===== src/rtl/arb_pkg.sv =====
package arb_pkg;

    typedef enum logic [1:0] {
        MODE_ROTATE     = 2'b00,
        MODE_LRU        = 2'b01,
        MODE_RANDOM     = 2'b10,
        MODE_ROTATE_ALT = 2'b11
    } arb_mode_e;

    localparam int          LFSR_W    = 16;
    localparam logic [15:0] LFSR_TAPS = 16'hB400;  // bits 15,13,12,10
    localparam logic [15:0] LFSR_SEED = 16'hACE1;

    function automatic logic [LFSR_W-1:0] lfsr_step(input logic [LFSR_W-1:0] s);
        return {s[LFSR_W-2:0], ^(s & LFSR_TAPS)};
    endfunction

    function automatic logic is_rotating(input arb_mode_e m);
        return (m == MODE_ROTATE) || (m == MODE_ROTATE_ALT);
    endfunction

endpackage


===== src/rtl/arb_lfsr.sv =====
module arb_lfsr
    import arb_pkg::*;
#(
    parameter logic [LFSR_W-1:0] SEED = LFSR_SEED
) (
    input  logic              clk,
    input  logic              rst,
    output logic [LFSR_W-1:0] value_o
);
    logic [LFSR_W-1:0] state_q;

    always_ff @(posedge clk) begin
        if (rst) state_q <= SEED;
        else     state_q <= lfsr_step(state_q);
    end

    assign value_o = state_q;

    // a maximal-length register never reaches the all-zero lock-up state
    a_r8_lfsr_nonzero: assert property (@(posedge clk) disable iff (rst)
        state_q != '0);
endmodule


===== src/rtl/arb_scan_pick.sv =====
module arb_scan_pick #(
    parameter int N  = 4,
    parameter int IW = (N > 1) ? $clog2(N) : 1
) (
    input  logic [IW-1:0] start_i,
    input  logic [N-1:0]  req_i,
    output logic [IW-1:0] idx_o,
    output logic          hit_o
);
    always_comb begin
        idx_o = '0;
        hit_o = 1'b0;
        for (int k = N - 1; k >= 0; k--) begin
            int c;
            c = int'(start_i) + k;
            if (c >= N) c = c - N;
            if (req_i[c]) begin
                idx_o = IW'(c);
                hit_o = 1'b1;
            end
        end
    end
endmodule


===== src/rtl/arb_lru_list.sv =====
module arb_lru_list #(
    parameter int N  = 4,
    parameter int IW = (N > 1) ? $clog2(N) : 1
) (
    input  logic          clk,
    input  logic          rst,
    input  logic [N-1:0]  req_i,
    input  logic          upd_i,
    input  logic [IW-1:0] win_i,
    output logic [IW-1:0] pick_o,
    output logic          hit_o
);
    logic [IW-1:0] order_q [N];
    logic [IW-1:0] order_d [N];
    int            win_pos;
    logic [N-1:0]  seen_mask;

    // first listed index with an active request
    always_comb begin
        pick_o = '0;
        hit_o  = 1'b0;
        for (int k = N - 1; k >= 0; k--) begin
            if (req_i[order_q[k]]) begin
                pick_o = order_q[k];
                hit_o  = 1'b1;
            end
        end
    end

    // move the winner to the least-preferred end
    always_comb begin
        win_pos = N - 1;
        for (int k = N - 1; k >= 0; k--) begin
            if (order_q[k] == win_i) win_pos = k;
        end
        for (int k = 0; k < N; k++) begin
            if (k == N - 1)       order_d[k] = win_i;
            else if (k < win_pos) order_d[k] = order_q[k];
            else                  order_d[k] = order_q[k+1];
        end
    end

    always_ff @(posedge clk) begin
        if (rst) begin
            for (int k = 0; k < N; k++) order_q[k] <= IW'(k);
        end else if (upd_i) begin
            for (int k = 0; k < N; k++) order_q[k] <= order_d[k];
        end
    end

    always_comb begin
        seen_mask = '0;
        for (int k = 0; k < N; k++) seen_mask[order_q[k]] = 1'b1;
    end

    // the list always holds each index exactly once
    a_r7_lru_permutation: assert property (@(posedge clk) disable iff (rst)
        &seen_mask);
    // the latest winner sits at the least-preferred end
    a_r7_lru_tail: assert property (@(posedge clk) disable iff (rst)
        upd_i |=> order_q[N-1] == $past(win_i));
endmodule


===== src/rtl/shared_bus_arbiter.sv =====
module shared_bus_arbiter
    import arb_pkg::*;
#(
    parameter int N_MASTERS = 4
) (
    input  logic                 clk,
    input  logic                 rst,
    input  logic [1:0]           mode_i,
    input  logic [N_MASTERS-1:0] req_i,
    output logic [N_MASTERS-1:0] grant_o,
    output logic                 busy_o
);
    localparam int N  = N_MASTERS;
    localparam int IW = (N > 1) ? $clog2(N) : 1;

    arb_mode_e         mode;
    logic [N-1:0]      grant_q;
    logic              busy_q;
    logic [IW-1:0]     top_q;
    logic              arb_fire;
    logic [IW-1:0]     win_idx;
    logic [N-1:0]      win_onehot;
    logic [LFSR_W-1:0] lfsr_val;
    logic [IW-1:0]     rand_start;
    logic [IW-1:0]     rot_idx, rnd_idx, lru_idx;
    logic              rot_hit, rnd_hit, lru_hit;

    assign mode       = arb_mode_e'(mode_i);
    assign arb_fire   = !busy_q && (grant_q == '0) && (req_i != '0);
    assign rand_start = IW'(32'(lfsr_val) % N);

    arb_lfsr u_lfsr (
        .clk     (clk),
        .rst     (rst),
        .value_o (lfsr_val)
    );

    arb_scan_pick #(.N(N), .IW(IW)) u_rot_pick (
        .start_i (top_q),
        .req_i   (req_i),
        .idx_o   (rot_idx),
        .hit_o   (rot_hit)
    );

    arb_scan_pick #(.N(N), .IW(IW)) u_rnd_pick (
        .start_i (rand_start),
        .req_i   (req_i),
        .idx_o   (rnd_idx),
        .hit_o   (rnd_hit)
    );

    arb_lru_list #(.N(N), .IW(IW)) u_lru (
        .clk    (clk),
        .rst    (rst),
        .req_i  (req_i),
        .upd_i  (arb_fire),
        .win_i  (win_idx),
        .pick_o (lru_idx),
        .hit_o  (lru_hit)
    );

    always_comb begin
        unique case (mode)
            MODE_LRU:    win_idx = lru_idx;
            MODE_RANDOM: win_idx = rnd_idx;
            default:     win_idx = rot_idx;
        endcase
        win_onehot          = '0;
        win_onehot[win_idx] = 1'b1;
    end

    always_ff @(posedge clk) begin
        if (rst) begin
            grant_q <= '0;
            busy_q  <= 1'b0;
            top_q   <= '0;
        end else if (grant_q != '0) begin
            if ((req_i & grant_q) != '0) begin
                busy_q <= 1'b1;
            end else begin
                grant_q <= '0;
                busy_q  <= 1'b0;
            end
        end else if (arb_fire) begin
            grant_q <= win_onehot;
            if (is_rotating(mode))
                top_q <= (top_q == '0) ? IW'(N - 1) : top_q - 1'b1;
        end
    end

    assign grant_o = grant_q;
    assign busy_o  = busy_q;

    // never more than one master granted
    a_r2_onehot: assert property (@(posedge clk) disable iff (rst)
        $onehot0(grant_q));
    // a fresh grant goes to a master that was requesting
    a_r2_grant_to_requester: assert property (@(posedge clk) disable iff (rst)
        (grant_q != '0 && $past(grant_q) == '0) |-> (($past(req_i) & grant_q) != '0));
    // every selector finds a winner whenever a request is present
    a_r2_pick_hits: assert property (@(posedge clk) disable iff (rst)
        (req_i != '0) |-> (rot_hit && rnd_hit && lru_hit));
    // a new grant only follows an idle bus
    a_r3_idle_before_grant: assert property (@(posedge clk) disable iff (rst)
        (grant_q != '0 && $past(grant_q) == '0) |-> !$past(busy_q));
    // busy never stands without an owner
    a_r3_busy_has_owner: assert property (@(posedge clk) disable iff (rst)
        busy_q |-> (grant_q != '0));
    // a held request keeps its grant, whatever the mode input does
    a_r4_hold: assert property (@(posedge clk) disable iff (rst)
        (grant_q != '0 && (req_i & grant_q) != '0) |=> (grant_q == $past(grant_q) && busy_q));
    // release clears grant and busy together
    a_r5_release: assert property (@(posedge clk) disable iff (rst)
        (grant_q != '0 && (req_i & grant_q) == '0) |=> (grant_q == '0 && !busy_q));
endmodule


===== config.mk =====
export PLATFORM = sky130hd
export DESIGN_NAME = shared_bus_arbiter
export DESIGN_NICKNAME = d
export VERILOG_FILES = /design/src/rtl/arb_pkg.sv /design/src/rtl/arb_lfsr.sv /design/src/rtl/arb_scan_pick.sv /design/src/rtl/arb_lru_list.sv /design/src/rtl/shared_bus_arbiter.sv
export SDC_FILE = /design/constraint.sdc
export NUM_CORES = 1
export LEC_CHECK = 0
export BUFFER_PORTS_ARGS = -buffer_cell sky130_fd_sc_hd__buf_4
export CAP_MARGIN = 20
export CELL_PAD_IN_SITES_DETAIL_PLACEMENT = 0
export CELL_PAD_IN_SITES_GLOBAL_PLACEMENT = 1
export CORE_ASPECT_RATIO = 1.25
export CORE_UTILIZATION = 40
export DETAILED_ROUTE_END_ITERATION = 8
export MAX_ROUTING_LAYER = met4
export PLACE_DENSITY_LB_ADDON = 0.1
export SYNTH_ARGS = -nofsm -noshare
export SYNTH_HDL_FRONTEND = slang
export SYNTH_SLANG_ARGS = --single-unit

===== constraint.sdc =====
create_clock -name clk -period 2.9 [get_ports clk]
set_input_delay 0.145 -clock clk [delete_from_list [all_inputs] [get_ports clk]]
set_output_delay 0.145 -clock clk [all_outputs]
set_load 0.05 [all_outputs]

==> out/qor.yml <==
pwr-share-comb_pct: 45.8
multi_input_area_um2: 930.9
cts_setup_buffers: 0
port-buffer-count: 12
worstReg2RegEnd: "u_lru.order_q[2][0]"
clk_pin_slew_ns: 0.07
required_ns: 2.89
postCtsHoldBufs: 0
grt.overflow.total: 0
n_fill_cell: 439
clockBufferDepth: 2
timing.rr.start: "top_q[0]"
start_util_pct: 42.04
antenna_found_initial: 0
ctsRootBufferMaster: "clkbuf_8"
synth_nets: 202
fmax_mhz: 367.2
ir_drop_mv: 0.3728
grt_pass1_vias: 1339
ant_nets: 0
vias_per_cell: 5.447
fin_crit_sh_pct: 93.91
synth_ff_type: "dfxtp_1"
synth_cell_types: 46
switching_share_pct: 42.38
drtPass1Iterations: 4
regArea_um2: 701.9
async_flop_share_pct: 0
syn_inst: 191
n_antenna_cell: 0
synth-seq-cells: 31
fp-row-count: 26
tns_ns: 0
clk_latency_ns: 0.28
tightestPinTransition_ns: 0.6011
wl_um: 3854
die-width_um: 60.94
grt_max_degree: 28
grt_pass1_wl_um: 6127
cts-resized-gates: 0
finalMaxSlewViolations: 0
finalInstanceArea_um2: 1941
areaGrowthSynthToFinish_pct: 11.74
yosys_warnings: 0
cts.sinks: 31
place_area_um2: 1852
reg2reg_setup_slack_ns: 0.18
final_hold_viol_count: 0
hold_end: "u_lfsr.value_o[1]"
p_leak_nw: 0.7640
drive_above_1_share_pct: 22.39
io_pins: 13
finClkSkew_ns: 0.003952
drtIter0Drc: 80
max-slew-margin-rel_pct: 58.89
grt_setup_unrepaired: "false"
grtUsageTotal_pct: 19.31
power.internal_w: 0.001116
worst_ep_arrival_time_ns: 2.71
drcViolationCount: 0
seq_area_frac_synth_pct: 40.35
hold-path-cell-count: 2
finalSetupViolCount: 0
cp-start-kind: "flop"
endpoint_kind: "flop"
seqPwrFrac_pct: 36.9
status: "finished clean"
die_h_um: 75.67
wl_per_cell_um: 15.00
avgSynthCellArea_um2: 9.092
critPathMaxFanout: 8
switching_power_w: 0.0008211
cap_violations: 0
power.density_nw_per_um2: 998.4
dp_hpwl_um: 2812
synth_edf_count: 8
worstHoldPathType: "input pin to flop"
clockPowerShare_pct: 17.3
cts_tree: "done"
fin_nets: 211
finalWorstSetupSlack_ns: 0.1765
dieArea_um2: 4611
worstSetupPathType: "flop to flop"
period_minus_slack_ns: 2.723
gp_congestion: 0.9068
ff2ff_path_depth: 9
fin_hold_ws_ns: 0.2098
numCtsBuffers: 5
htreeDepth: 2
syn_area_um2: 1737
core_um2: 4131
min_from: "rst"
dp_slack_ns: 0.1099
num_vias: 1400
## critical path, cell delays in order (launching register included)
cell and delay [ns]:
dfxtp_2 0.39, inv_1 0.10, ha_1 0.40, mux2_2 0.36
a2111oi_0 0.38, a21oi_1 0.10, o21ai_2 0.19, xor2_1 0.18
o211ai_1 0.15, nand4_1 0.18
## Yosys cell counts (all sizes together) (4+ instances only)
cell	instances	area (µm²)
dfxtp	23	460.4
nand2	16	60.06
inv	14	52.55
nor2	14	52.55
a21oi	10	50.05
o21ai	10	53.80
nor2b	9	56.30
edfxtp	8	240.2
mux2i	8	80.08
clkbuf	7	26.28
or2	7	43.79
nor3	6	30.03
mux2	5	56.30
o211ai	5	37.54
buf	4	26.27
## sequential cells by signal, indices dropped and copies added, names as in the netlist
register        cells
busy_o              1
grant_o             4
top_q               2
u_lfsr.value_o     16
u_lru.order_q       8
## per-stage QoR
| step | power (W) | std cells | util (%) |
|---|---|---|---|
| 3_3_place_gp | 0.001589 | 249 | 44.82 |
| 6_report | 0.001938 | 257 | 46.97 |
| 2_1_floorplan | 0.001388 | 191 | - |
| 5_1_grt | 0.002072 | 257 | 46.97 |
| 4_1_cts | 0.001951 | 257 | 46.94 |
| 3_5_place_dp | 0.001606 | 249 | 44.82 |
## kinds of logic after synthesis
group | synth area share [%]
adder cells (fa/ha/maj) | 2.162
XOR/XNOR | 3.026
flip-flops | 40.35
buffers and inverters | 6.052
AO/OA/AOI/OAI | 18.81
multiplexers | 10.45
AND/OR/NAND/NOR | 19.16
## cell usage in the layout (no fill, tap or decap), types with 2 or more instances in the layout
cell type,n
dfxtp_1,22
nand2_1,16
nor2_1,14
buf_4,13
inv_1,11
a21oi_1,10
nor2b_1,9
mux2i_1,8
edfxtp_1,8
or2_2,7
nor3_1,6
o21ai_0,5
o211ai_1,5
mux2_2,5
clkbuf_8,5
o21ai_1,4
inv_2,3
a31oi_1,3
o22ai_1,3
xor2_1,3
xnor2_1,3
ha_1,3
or4_1,2
and2_1,2
a211oi_1,2
a2111oi_0,2
a221o_1,2
a31o_2,2
mux4_2,2
or3_1,2
## power by group through the flow
stage,clock (W),combinational [W],sequential (W)
2_1_floorplan,0,0.000655,0.000733
3_3_place_gp,0,0.000872,0.000717
3_5_place_dp,0,0.000886,0.000720
4_1_cts,0.000349,0.000891,0.000712
5_1_grt,0.000366,0.000972,0.000733
6_report,0.000336,0.000887,0.000714
## final cells by class
class	instances	share of cell area, %
Clock inverter	3	0.9671
Multi-Input combinational cell	135	47.97
Sequential cell	31	36.17
Clock buffer	5	3.546
Inverter	14	2.708
Tap cell	56	3.611
Timing Repair Buffer	13	5.029
## metal layers
layer  GRT usage [%]  share of wire, %  routed length [µm]
met5               -                 0                   0
met4           11.87               2.8                 109
met3           3.565               2.5                  96
met2           29.67                48                1849
met1           23.30                47                1799
## worst max-delay path by stage
stage,start,end,slack [ns],depth (start not counted)
6_report,top_q[0],u_lru.order_q[2][0],0.18,9
5_1_grt,top_q[0],u_lru.order_q[2][1],0.009,9
3_5_place_dp,top_q[0],u_lru.order_q[2][1],0.11,9
2_1_floorplan,top_q[0],u_lru.order_q[2][0],0.39,9
3_3_place_gp,top_q[0],u_lru.order_q[2][0],0.19,9
4_1_cts,top_q[0],u_lru.order_q[2][1],0.1,9
(Power assumes the default switching activity.)
